### config.mk
export PLATFORM = sky130hd
export DESIGN_NAME = modem_status_tracker
export DESIGN_NICKNAME = d
export VERILOG_FILES = /design/src/rtl/msr_pkg.sv /design/src/rtl/msr_sync.sv /design/src/rtl/msr_ctl.sv /design/src/rtl/msr_track.sv /design/src/rtl/modem_status_tracker.sv
export SDC_FILE = /design/constraint.sdc
export NUM_CORES = 1
export LEC_CHECK = 0
export BUFFER_PORTS_ARGS = -buffer_cell sky130_fd_sc_hd__buf_2
export CAP_MARGIN = 20
export CORE_MARGIN = 4
export CORE_UTILIZATION = 48
export CTS_BUF_LIST = sky130_fd_sc_hd__clkbuf_16
export DETAILED_ROUTE_END_ITERATION = 7
export PLACE_DENSITY = 0.78
export SETUP_SLACK_MARGIN = 0.02
export SYNTH_ARGS = -nofsm -noshare
export SYNTH_HDL_FRONTEND = slang
export SYNTH_SLANG_ARGS = --single-unit
### constraint.sdc
create_clock -name clk -period 1.5 [get_ports clk]
set_clock_uncertainty 0.1 [all_clocks]
set_input_delay 0.3 -clock clk [delete_from_list [all_inputs] [get_ports clk]]
set_output_delay 0.3 -clock clk [all_outputs]
set_load 0.02 [all_outputs]
### src/rtl/msr_pkg.sv
package msr_pkg;
  localparam int REG_W   = 8;
  localparam int LINES   = 4;
  localparam int CTL_W   = 5;

  // line vector index (also low-nibble flag position)
  localparam int IDX_CTS = 0;
  localparam int IDX_DSR = 1;
  localparam int IDX_RI  = 2;
  localparam int IDX_DCD = 3;

  // control word bit positions
  localparam int C_DTR   = 0;
  localparam int C_RTS   = 1;
  localparam int C_OUT1  = 2;
  localparam int C_OUT2  = 3;
  localparam int C_LOOP  = 4;

  typedef logic [LINES-1:0] line_vec_t;
  typedef logic [CTL_W-1:0] ctl_vec_t;

  localparam line_vec_t LINE_RST = 4'b1011; // dcd, ri, dsr, cts
  localparam ctl_vec_t  CTL_RST  = 5'b01000;
endpackage

### src/rtl/msr_sync.sv
module msr_sync #(
  parameter int W      = 4,
  parameter int STAGES = 2,
  parameter logic [W-1:0] RST_VAL = '0
) (
  input  logic         clk,
  input  logic         rst,
  input  logic [W-1:0] d_i,
  output logic [W-1:0] q_o
);
  logic [STAGES-1:0][W-1:0] stg_q;

  generate
    for (genvar s = 0; s < STAGES; s++) begin : g_stage
      if (s == 0) begin : g_first
        always_ff @(posedge clk) begin
          if (rst) stg_q[s] <= RST_VAL;
          else     stg_q[s] <= d_i;
        end
      end else begin : g_next
        always_ff @(posedge clk) begin
          if (rst) stg_q[s] <= RST_VAL;
          else     stg_q[s] <= stg_q[s-1];
        end
      end
    end
  endgenerate

  assign q_o = stg_q[STAGES-1];
endmodule

### src/rtl/msr_ctl.sv
module msr_ctl
  import msr_pkg::*;
(
  input  logic             clk,
  input  logic             rst,
  input  logic             wr_i,
  input  logic [REG_W-1:0] wdata_i,
  output logic [REG_W-1:0] rdata_o,
  output logic             loop_o,
  output logic [REG_W-1:0] loop_view_o,
  output logic             dtr_o,
  output logic             rts_o,
  output logic             out1_o,
  output logic             out2_o
);
  ctl_vec_t ctl_q, ctl_d;
  logic     dtr_q, rts_q, out1_q, out2_q;
  logic     wdata_unused;

  assign wdata_unused = ^wdata_i[REG_W-1:CTL_W];

  always_comb begin
    ctl_d = ctl_q;
    if (wr_i) ctl_d = wdata_i[CTL_W-1:0];
  end

  always_ff @(posedge clk) begin
    if (rst) begin
      ctl_q  <= CTL_RST;
      dtr_q  <= 1'b0;
      rts_q  <= 1'b0;
      out1_q <= CTL_RST[C_OUT1];
      out2_q <= CTL_RST[C_OUT2];
    end else begin
      ctl_q  <= ctl_d;
      dtr_q  <= ctl_d[C_DTR] & ~ctl_d[C_LOOP];
      rts_q  <= ctl_d[C_RTS] & ~ctl_d[C_LOOP];
      out1_q <= ctl_d[C_OUT1];
      out2_q <= ctl_d[C_OUT2];
    end
  end

  assign rdata_o = {{(REG_W-CTL_W){1'b0}}, ctl_q};
  assign loop_o  = ctl_q[C_LOOP];
  assign dtr_o   = dtr_q;
  assign rts_o   = rts_q;
  assign out1_o  = out1_q;
  assign out2_o  = out2_q;
  // control outputs folded onto the status level positions
  assign loop_view_o = {ctl_q[C_OUT2], ctl_q[C_OUT1], ctl_q[C_DTR], ctl_q[C_RTS], 4'b0000};

  // loopback keeps terminal-ready and request-to-send low
  assert_loop_pins_low_R8: assert property (@(posedge clk) disable iff (rst)
    ctl_q[C_LOOP] |-> (!dtr_q && !rts_q));

  // a write is reflected in the readback one cycle later
  assert_ctl_write_R7: assert property (@(posedge clk) disable iff (rst)
    wr_i |=> (rdata_o == {{(REG_W-CTL_W){1'b0}}, $past(wdata_i[CTL_W-1:0])}));
endmodule

### src/rtl/msr_track.sv
module msr_track
  import msr_pkg::*;
(
  input  logic             clk,
  input  logic             rst,
  input  line_vec_t        sync_i,
  input  logic             loop_i,
  input  logic [REG_W-1:0] loop_view_i,
  input  logic             rd_i,
  output logic [REG_W-1:0] rdata_o,
  output logic             irq_o
);
  line_vec_t        lvl_q, dlt_q, dlt_d, chg, set_v, keep_v;
  logic [REG_W-1:0] rd_q;
  logic             irq_q;

  always_comb begin
    chg = sync_i ^ lvl_q;
    set_v = '0;
    if (!loop_i) begin
      set_v[IDX_CTS] = chg[IDX_CTS];
      set_v[IDX_DSR] = chg[IDX_DSR];
      set_v[IDX_DCD] = chg[IDX_DCD];
      set_v[IDX_RI]  = lvl_q[IDX_RI] & ~sync_i[IDX_RI];
    end
    keep_v = (rd_i && !loop_i) ? '0 : dlt_q;
    dlt_d  = keep_v | set_v;
  end

  always_ff @(posedge clk) begin
    if (rst) begin
      lvl_q <= LINE_RST;
      dlt_q <= '0;
      irq_q <= 1'b0;
      rd_q  <= '0;
    end else begin
      lvl_q <= sync_i;
      dlt_q <= dlt_d;
      irq_q <= |dlt_d;
      if (rd_i) rd_q <= loop_i ? loop_view_i : {lvl_q, dlt_q};
    end
  end

  assign rdata_o = rd_q;
  assign irq_o   = irq_q;

  // a sampled change on a non-ring line raises its flag
  assert_cts_change_R2: assert property (@(posedge clk) disable iff (rst)
    (!loop_i && (sync_i[IDX_CTS] != lvl_q[IDX_CTS])) |=> dlt_q[IDX_CTS]);
  assert_dcd_change_R2: assert property (@(posedge clk) disable iff (rst)
    (!loop_i && (sync_i[IDX_DCD] != lvl_q[IDX_DCD])) |=> dlt_q[IDX_DCD]);

  // a rising ring line does not raise a clear ring flag
  assert_ri_rise_quiet_R3: assert property (@(posedge clk) disable iff (rst)
    (!lvl_q[IDX_RI] && sync_i[IDX_RI] && !dlt_q[IDX_RI]) |=> !dlt_q[IDX_RI]);

  // a read with no new change leaves every flag clear
  assert_read_clears_R4: assert property (@(posedge clk) disable iff (rst)
    (rd_i && !loop_i && (sync_i == lvl_q)) |=> (dlt_q == '0));

  // change indication tracks the flag set
  assert_irq_or_R6: assert property (@(posedge clk) disable iff (rst)
    irq_q == (dlt_q != '0));

  // loopback freezes the flags
  assert_loop_freeze_R9: assert property (@(posedge clk) disable iff (rst)
    loop_i |=> $stable(dlt_q));
endmodule

### src/rtl/modem_status_tracker.sv
module modem_status_tracker
  import msr_pkg::*;
#(
  parameter int SYNC_STAGES = 2
) (
  input  logic       clk,
  input  logic       rst,
  input  logic       line_cts_i,
  input  logic       line_dsr_i,
  input  logic       line_ri_i,
  input  logic       line_dcd_i,
  input  logic       ctl_wr_i,
  input  logic [7:0] ctl_wdata_i,
  output logic [7:0] ctl_rdata_o,
  input  logic       sts_rd_i,
  output logic [7:0] sts_rdata_o,
  output logic       dtr_o,
  output logic       rts_o,
  output logic       out1_o,
  output logic       out2_o,
  output logic       loop_o,
  output logic       modem_irq_o
);
  line_vec_t        raw_lines, sync_lines;
  logic             loop_w;
  logic [REG_W-1:0] loop_view;

  always_comb begin
    raw_lines          = '0;
    raw_lines[IDX_CTS] = line_cts_i;
    raw_lines[IDX_DSR] = line_dsr_i;
    raw_lines[IDX_RI]  = line_ri_i;
    raw_lines[IDX_DCD] = line_dcd_i;
  end

  msr_sync #(.W(LINES), .STAGES(SYNC_STAGES), .RST_VAL(LINE_RST)) u_sync (
    .clk (clk),
    .rst (rst),
    .d_i (raw_lines),
    .q_o (sync_lines)
  );

  msr_ctl u_ctl (
    .clk         (clk),
    .rst         (rst),
    .wr_i        (ctl_wr_i),
    .wdata_i     (ctl_wdata_i),
    .rdata_o     (ctl_rdata_o),
    .loop_o      (loop_w),
    .loop_view_o (loop_view),
    .dtr_o       (dtr_o),
    .rts_o       (rts_o),
    .out1_o      (out1_o),
    .out2_o      (out2_o)
  );

  msr_track u_track (
    .clk         (clk),
    .rst         (rst),
    .sync_i      (sync_lines),
    .loop_i      (loop_w),
    .loop_view_i (loop_view),
    .rd_i        (sts_rd_i),
    .rdata_o     (sts_rdata_o),
    .irq_o       (modem_irq_o)
  );

  assign loop_o = loop_w;
endmodule

==> results.yml, run 1 <==
outcome:
  status: "complete, no violations"
die:
  dieArea_um2: 3220
  num_rows: 17
  die-height_um: 56.8
  ios: 38
  start_util: 0.511
  die_w_um: 56.8
  core_um2: 2230
worst_setup_path:
  criticalPathCategory: "reg2out"
  r2r-start: "u_ctl.ctl_q[4]"
  ff2ff_path_depth: 3
  reg2reg_to: "u_track.irq_o"
  cp-end-kind: "primary output"
  cp_data_required_time_ps: 1100
  worstPathMaxFanout: 7
  cp.arrival_ps: 940
  critPathLaunchType: "flop"
  reg2reg_slack_ps: 320
sta:
  setup_ws_ps: 164
  final.setup.tns_ps: 0
  finalCritPeriodShare: 0.891
  setup_viol: 0
  rsz0062_at_grt: "false"
  finalCriticalPeriod_ps: 1340
  drv_slew: 0
  hold_viol_final: 0
  fmax_mhz: 748
min_path:
  hold_end: "u_sync.stg_q[0]"
  hold_depth: 2
  min_path_type: "in2reg"
  hold_path_startpoint: "line_cts_i"
cts:
  cts_buffers: 5
  clkTransAtPathRegs_ps: 40
  clk-insertion-delay-late_ps: 270
  cts_sinks: 32
  clk_path_buf_depth: 2
  tritoncts: "done"
  h-tree-depth: 2
  postCtsSetupBuffers: 0
  cts_root_buffer: "clkbuf_16"
pwr:
  p_switching_w: 0.000426
  p_int_w: 0.00156
  p_comb_frac: 0.096
  irDropWorstVdd_mv: 1.07
  p_leak_nw: 0.631
  p_sw_frac: 0.215
  power_density_nw_per_um2: 1410
  p_seq_frac: 0.463
  design_power_total_w: 0.00199
  power.share.clock: 0.441
synth:
  post_synth_instance_area_um2: 1140
  synth_seq_cells: 32
  synth_cell_types: 21
  postSynthCellCount: 107
  avgSynthCellArea_um2: 10.7
  synth_warnings: 0
  yosysSeqAreaShare: 0.561
place:
  postPlaceCellArea_um2: 1290
  gp_congestion: 0.748
  io_buffers: 31
  dp_hpwl_um: 1450
  place_ws_ps: 286
  dp_cells: 160
drt:
  wl_per_cell_um: 12.0
  final_antenna_net_count: 0
  routed_wl_um: 1990
  drtIter0Drc: 4
  via_per_inst: 4.82
  detailroute.via_count: 796
  drc: 0
  drt_first_pass_iters: 4
cells_and_area:
  n_antenna_cell: 0
  area_delta_synth_final_pct: 23.8
  final_cells: 165
  fillCellCount: 205
  final_area_um2: 1410
  nNetsFinal: 155
  layout-drive-gt1-share: 0.307
global_route:
  grt_pass1_wl_um: 3300
  grt_max_degree: 31
  grt_pass1_vias: 748
  antenna_found_initial: 0
  grt_use_total: 0.140
  overflow: 0
flow_run:
  drv_cap: 0
-- synth_stat cells --
library cell,instances,area (um^2)
a211o_1,1,8.76
a211oi_1,4,30.0
a21oi_1,4,20.0
a22oi_1,1,7.51
a2bb2oi_1,3,26.3
a41oi_1,1,8.76
and2_1,2,12.5
buf_2,3,15.0
buf_4,7,52.6
buf_6,1,11.3
clkbuf_1,1,3.75
conb_1,1,3.75
dfxtp_1,32,641
mux2i_1,8,80.1
nand2b_1,4,25.0
nand2b_2,1,8.76
nand3b_1,4,30.0
nor2_1,13,48.8
nor2b_1,4,25.0
or2_1,9,56.3
xnor2_1,3,26.3
-- cell type report --
type	instances	area, um^2	share of cell area
clock buffers	5	125	0.0886
well taps	28	35.0	0.0248
flip-flops and latches	32	642	0.454
repair buffers	35	185	0.131
multi-input cells	65	425	0.301
-- worst max-delay path by stage --
stage | start | end | slack (ps)
global placement | u_ctl.ctl_q[4] | u_track.irq_o | 320
global route | u_ctl.ctl_q[4] | ctl_rdata_o[4] | 100
CTS | u_ctl.ctl_q[4] | ctl_rdata_o[4] | 70
floorplan | u_ctl.ctl_q[4] | u_track.irq_o | 260
detailed placement | u_ctl.ctl_q[4] | u_track.irq_o | 290
finish | u_ctl.ctl_q[4] | ctl_rdata_o[4] | 160
-- metal layers --
| layer | vias up | track usage | part of all wire |
|---|---|---|---|
| met1 | 362 | 0.145 | 0.41 |
| met2 | 24 | 0.211 | 0.47 |
| met5 | - | 0 | 0 |
| met3 | 5 | 0.0828 | 0.087 |
| met4 | 0 | 0.0894 | 0.028 |
| li1 | 405 | - | - |
-- critical path, stage by stage, from the launching register on --
cell and delay [ps]:
dfxtp_2 380, buf_4 140, buf_2 150
-- placed cells by master, fill, tap and decap left out --
| cell type | instances |
|---|---|
| a211o_1 | 1 |
| or2_1 | 9 |
| dfxtp_2 | 1 |
| nor2b_1 | 4 |
| nor2_1 | 13 |
| conb_1 | 3 |
| a2bb2oi_1 | 3 |
| a21oi_1 | 4 |
| nand2b_2 | 1 |
| clkbuf_16 | 5 |
| nand2b_1 | 4 |
| a211oi_1 | 4 |
| buf_2 | 31 |
| a22oi_1 | 1 |
| and2_1 | 2 |
| mux2i_1 | 8 |
| dfxtp_1 | 31 |
| a41oi_1 | 1 |
| buf_4 | 4 |
| xnor2_1 | 3 |
| nand3b_1 | 4 |
-- flip-flops by register name (all words and copies together) (netlist names) --
signal / flops
u_track.rdata_o: 8
u_ctl.ctl_q: 5
u_sync.q_o: 4
u_sync.stg_q: 4
u_track.dlt_q: 4
u_track.lvl_q: 4
u_ctl.dtr_o: 1
u_ctl.rts_o: 1
u_track.irq_o: 1
-- metrics by stage --
step | hold WS [ps] | utilization
global route | 112 | 0.632
global placement | 287 | 0.576
floorplan | 280 | -
CTS | 99.6 | 0.632
detailed placement | 301 | 0.576
finish | 106 | 0.632
-- cell families (layout without fill, tap and decap cells) --
logic type      count (synthesis)  after routing  synth area share
compound gates                 14             14            0.0888
xor+xnor                        3              3            0.0230
buf+inv                        12             40            0.0724
flops                          32             32             0.561
mux                             8              8            0.0702
other cells                     1              3           0.00329
simple gates                   37             37             0.181
-- power groups by stage --
stage	logic (W)	registers (W)	clock network (W)
2_1_floorplan	0.000112	0.000963	0
4_1_cts	0.000193	0.000920	0.000904
3_5_place_dp	0.000193	0.000936	0
3_3_place_gp	0.000188	0.000933	0
5_1_grt	0.000209	0.000924	0.000949
6_report	0.000191	0.000920	0.000875
-- repair_timing --
| action | in CTS | in global routing |
|---|---|---|
| endpoints found under the setup margin | 0 | 1 |
| gates resized for setup | 0 | 1 |
| hold buffers | 0 | 0 |
No activity file was read; power rests on OpenSTA's default activity.
==> run 2, diff against run 1 <==
==> constraint.sdc (replaced) <==
create_clock -name clk -period 1.6 [get_ports clk]
set_clock_uncertainty 0.1 [all_clocks]
set_input_delay 0.32 -clock clk [delete_from_list [all_inputs] [get_ports clk]]
set_output_delay 0.32 -clock clk [all_outputs]
set_load 0.02 [all_outputs]
==> run 2 against run 1 <==
Net effect:
- sequential power down 6.1%
- final cell count up 0.61%
- cell area down 0.27%
- register-to-register slack better by 20 ps
- setup slack better by 52 ps
- total power down 4.4%
- flip-flop and latch count unchanged
- clock power down 1%
- die area unchanged
- clock-buffer cell count unchanged
- highest routed layer unchanged
==> results.yml, run 2 (synthesis results as in run 1) <==
die:
  ios: 38
  dieArea_um2: 3220
  die_w_um: 56.8
  die-height_um: 56.8
  core_um2: 2230
  num_rows: 17
  start_util: 0.511
drt:
  via_per_inst: 4.68
  detailroute.via_count: 777
  drt_first_pass_iters: 4
  wl_per_cell_um: 11.9
  routed_wl_um: 1980
  drtIter0Drc: 8
  drc: 0
  final_antenna_net_count: 0
cells_and_area:
  layout_common_cells: "31 x buf_2, 31 x dfxtp_1, 13 x nor2_1, 9 x or2_1, 8 x mux2i_1"
  n_antenna_cell: 0
  largest_reg_flops: 8
  area_delta_synth_final_pct: 23.5
  layout-drive-gt1-share: 0.290
  final_cells: 166
  nNetsFinal: 153
worst_setup_path:
  cp-end-kind: "primary output"
  cp.arrival_ps: 960
  r2r-start: "u_ctl.ctl_q[4]"
  slowest_stage: "dfxtp_2"
  cp_data_required_time_ps: 1180
  slowest_delay_ps: 470
  criticalPathCategory: "reg2out"
  path_buf_inv: 1
  ff2ff_path_depth: 3
  critPathLaunchType: "flop"
  cp-startpoint: "u_ctl.ctl_q[4]"
  cp.depth: 1
  crit_path_cell_trace: "buf_2"
  crit_family: "flip-flops"
  worstPathMaxFanout: 15
sta:
  final.setup.tns_ps: 0
  hold_viol_final: 0
  rsz0062_at_grt: "false"
  fmax_mhz: 723
  setup_viol: 0
  finalCritPeriodShare: 0.865
  finalCriticalPeriod_ps: 1380
  setup_ws_ps: 216
  drv_slew: 0
pwr:
  power_density_nw_per_um2: 1350
  irDropWorstVdd_mv: 1.05
  p_leak_nw: 0.633
  design_power_total_w: 0.00190
cts:
  cts_root_buffer: "clkbuf_16"
  clkTransAtPathRegs_ps: 50
  postCtsSetupBuffers: 0
  hold_buffers: 0
  cts_sinks: 32
  clk_path_buf_depth: 2
  clk-insertion-delay-late_ps: 280
  cts_buffers: 5
  h-tree-depth: 2
  tritoncts: "done"
global_route:
  antenna_found_initial: 0
  grt_max_degree: 31
  grt_pass1_wl_um: 3270
  overflow: 0
  grt_use_total: 0.137
  grt_pass1_vias: 742
outcome:
  status: "complete, no violations"
place:
  dp_hpwl_um: 1380
  dp_cells: 158
  io_buffers: 31
  place_ws_ps: 249
  gp_congestion: 0.731
min_path:
  hold_path_startpoint: "line_cts_i"
  min_path_type: "in2reg"
  hold_depth: 2
flow_run:
  drv_cap: 0
==> run 2: path summary, 6_finish.rpt <==
path | end | slack [ps]
setup / recovery | loop_o | 220
hold / removal | u_sync.stg_q[0] | 120
setup reg to reg | u_track.irq_o | 340
hold reg to reg | u_sync.q_o[0] | 300
==> run 2: what timing repair did <==
item                       in CTS  in global routing
gates resized for setup         0                  1
hold endpoints to repair        0                  0
setup endpoints to repair       0                  2
==> run 2: through the flow <==
step	cell area (um^2)	hold WS [ps]	util
2_1_floorplan	1150	283	-
3_3_place_gp	1270	286	0.569
3_5_place_dp	1270	292	0.569
4_1_cts	1410	116	0.630
5_1_grt	1410	127	0.631
6_report	1410	121	0.631
==> run 2: final cells by class <==
cell class	instances	area [um^2]
Multi-Input combinational cell	65	425
Timing Repair Buffer	33	170
Clock inverter	3	11.3
Tap cell	28	35.0
Clock buffer	5	125
Sequential cell	32	642
Fill cell	203	825
==> run 2: layer usage <==
| metal | vias to the layer above | GRT usage | wire length [um] |
|---|---|---|---|
| li1 | 404 | - | - |
| met1 | 337 | 0.160 | 835 |
| met2 | 28 | 0.198 | 917 |
| met3 | 8 | 0.0736 | 159 |
| met4 | 0 | 0.0795 | 68 |
| met5 | - | 0 | 0 |
==> run 2: power by group <==
group	internal [W]	switching [W]	total, W
Sequential	0.000840	0.0000241	0.000864
Clock	0.000556	0.000306	0.000862
Combinational	0.0000730	0.0000989	0.000172
Total	0.00147	0.000429	0.00190
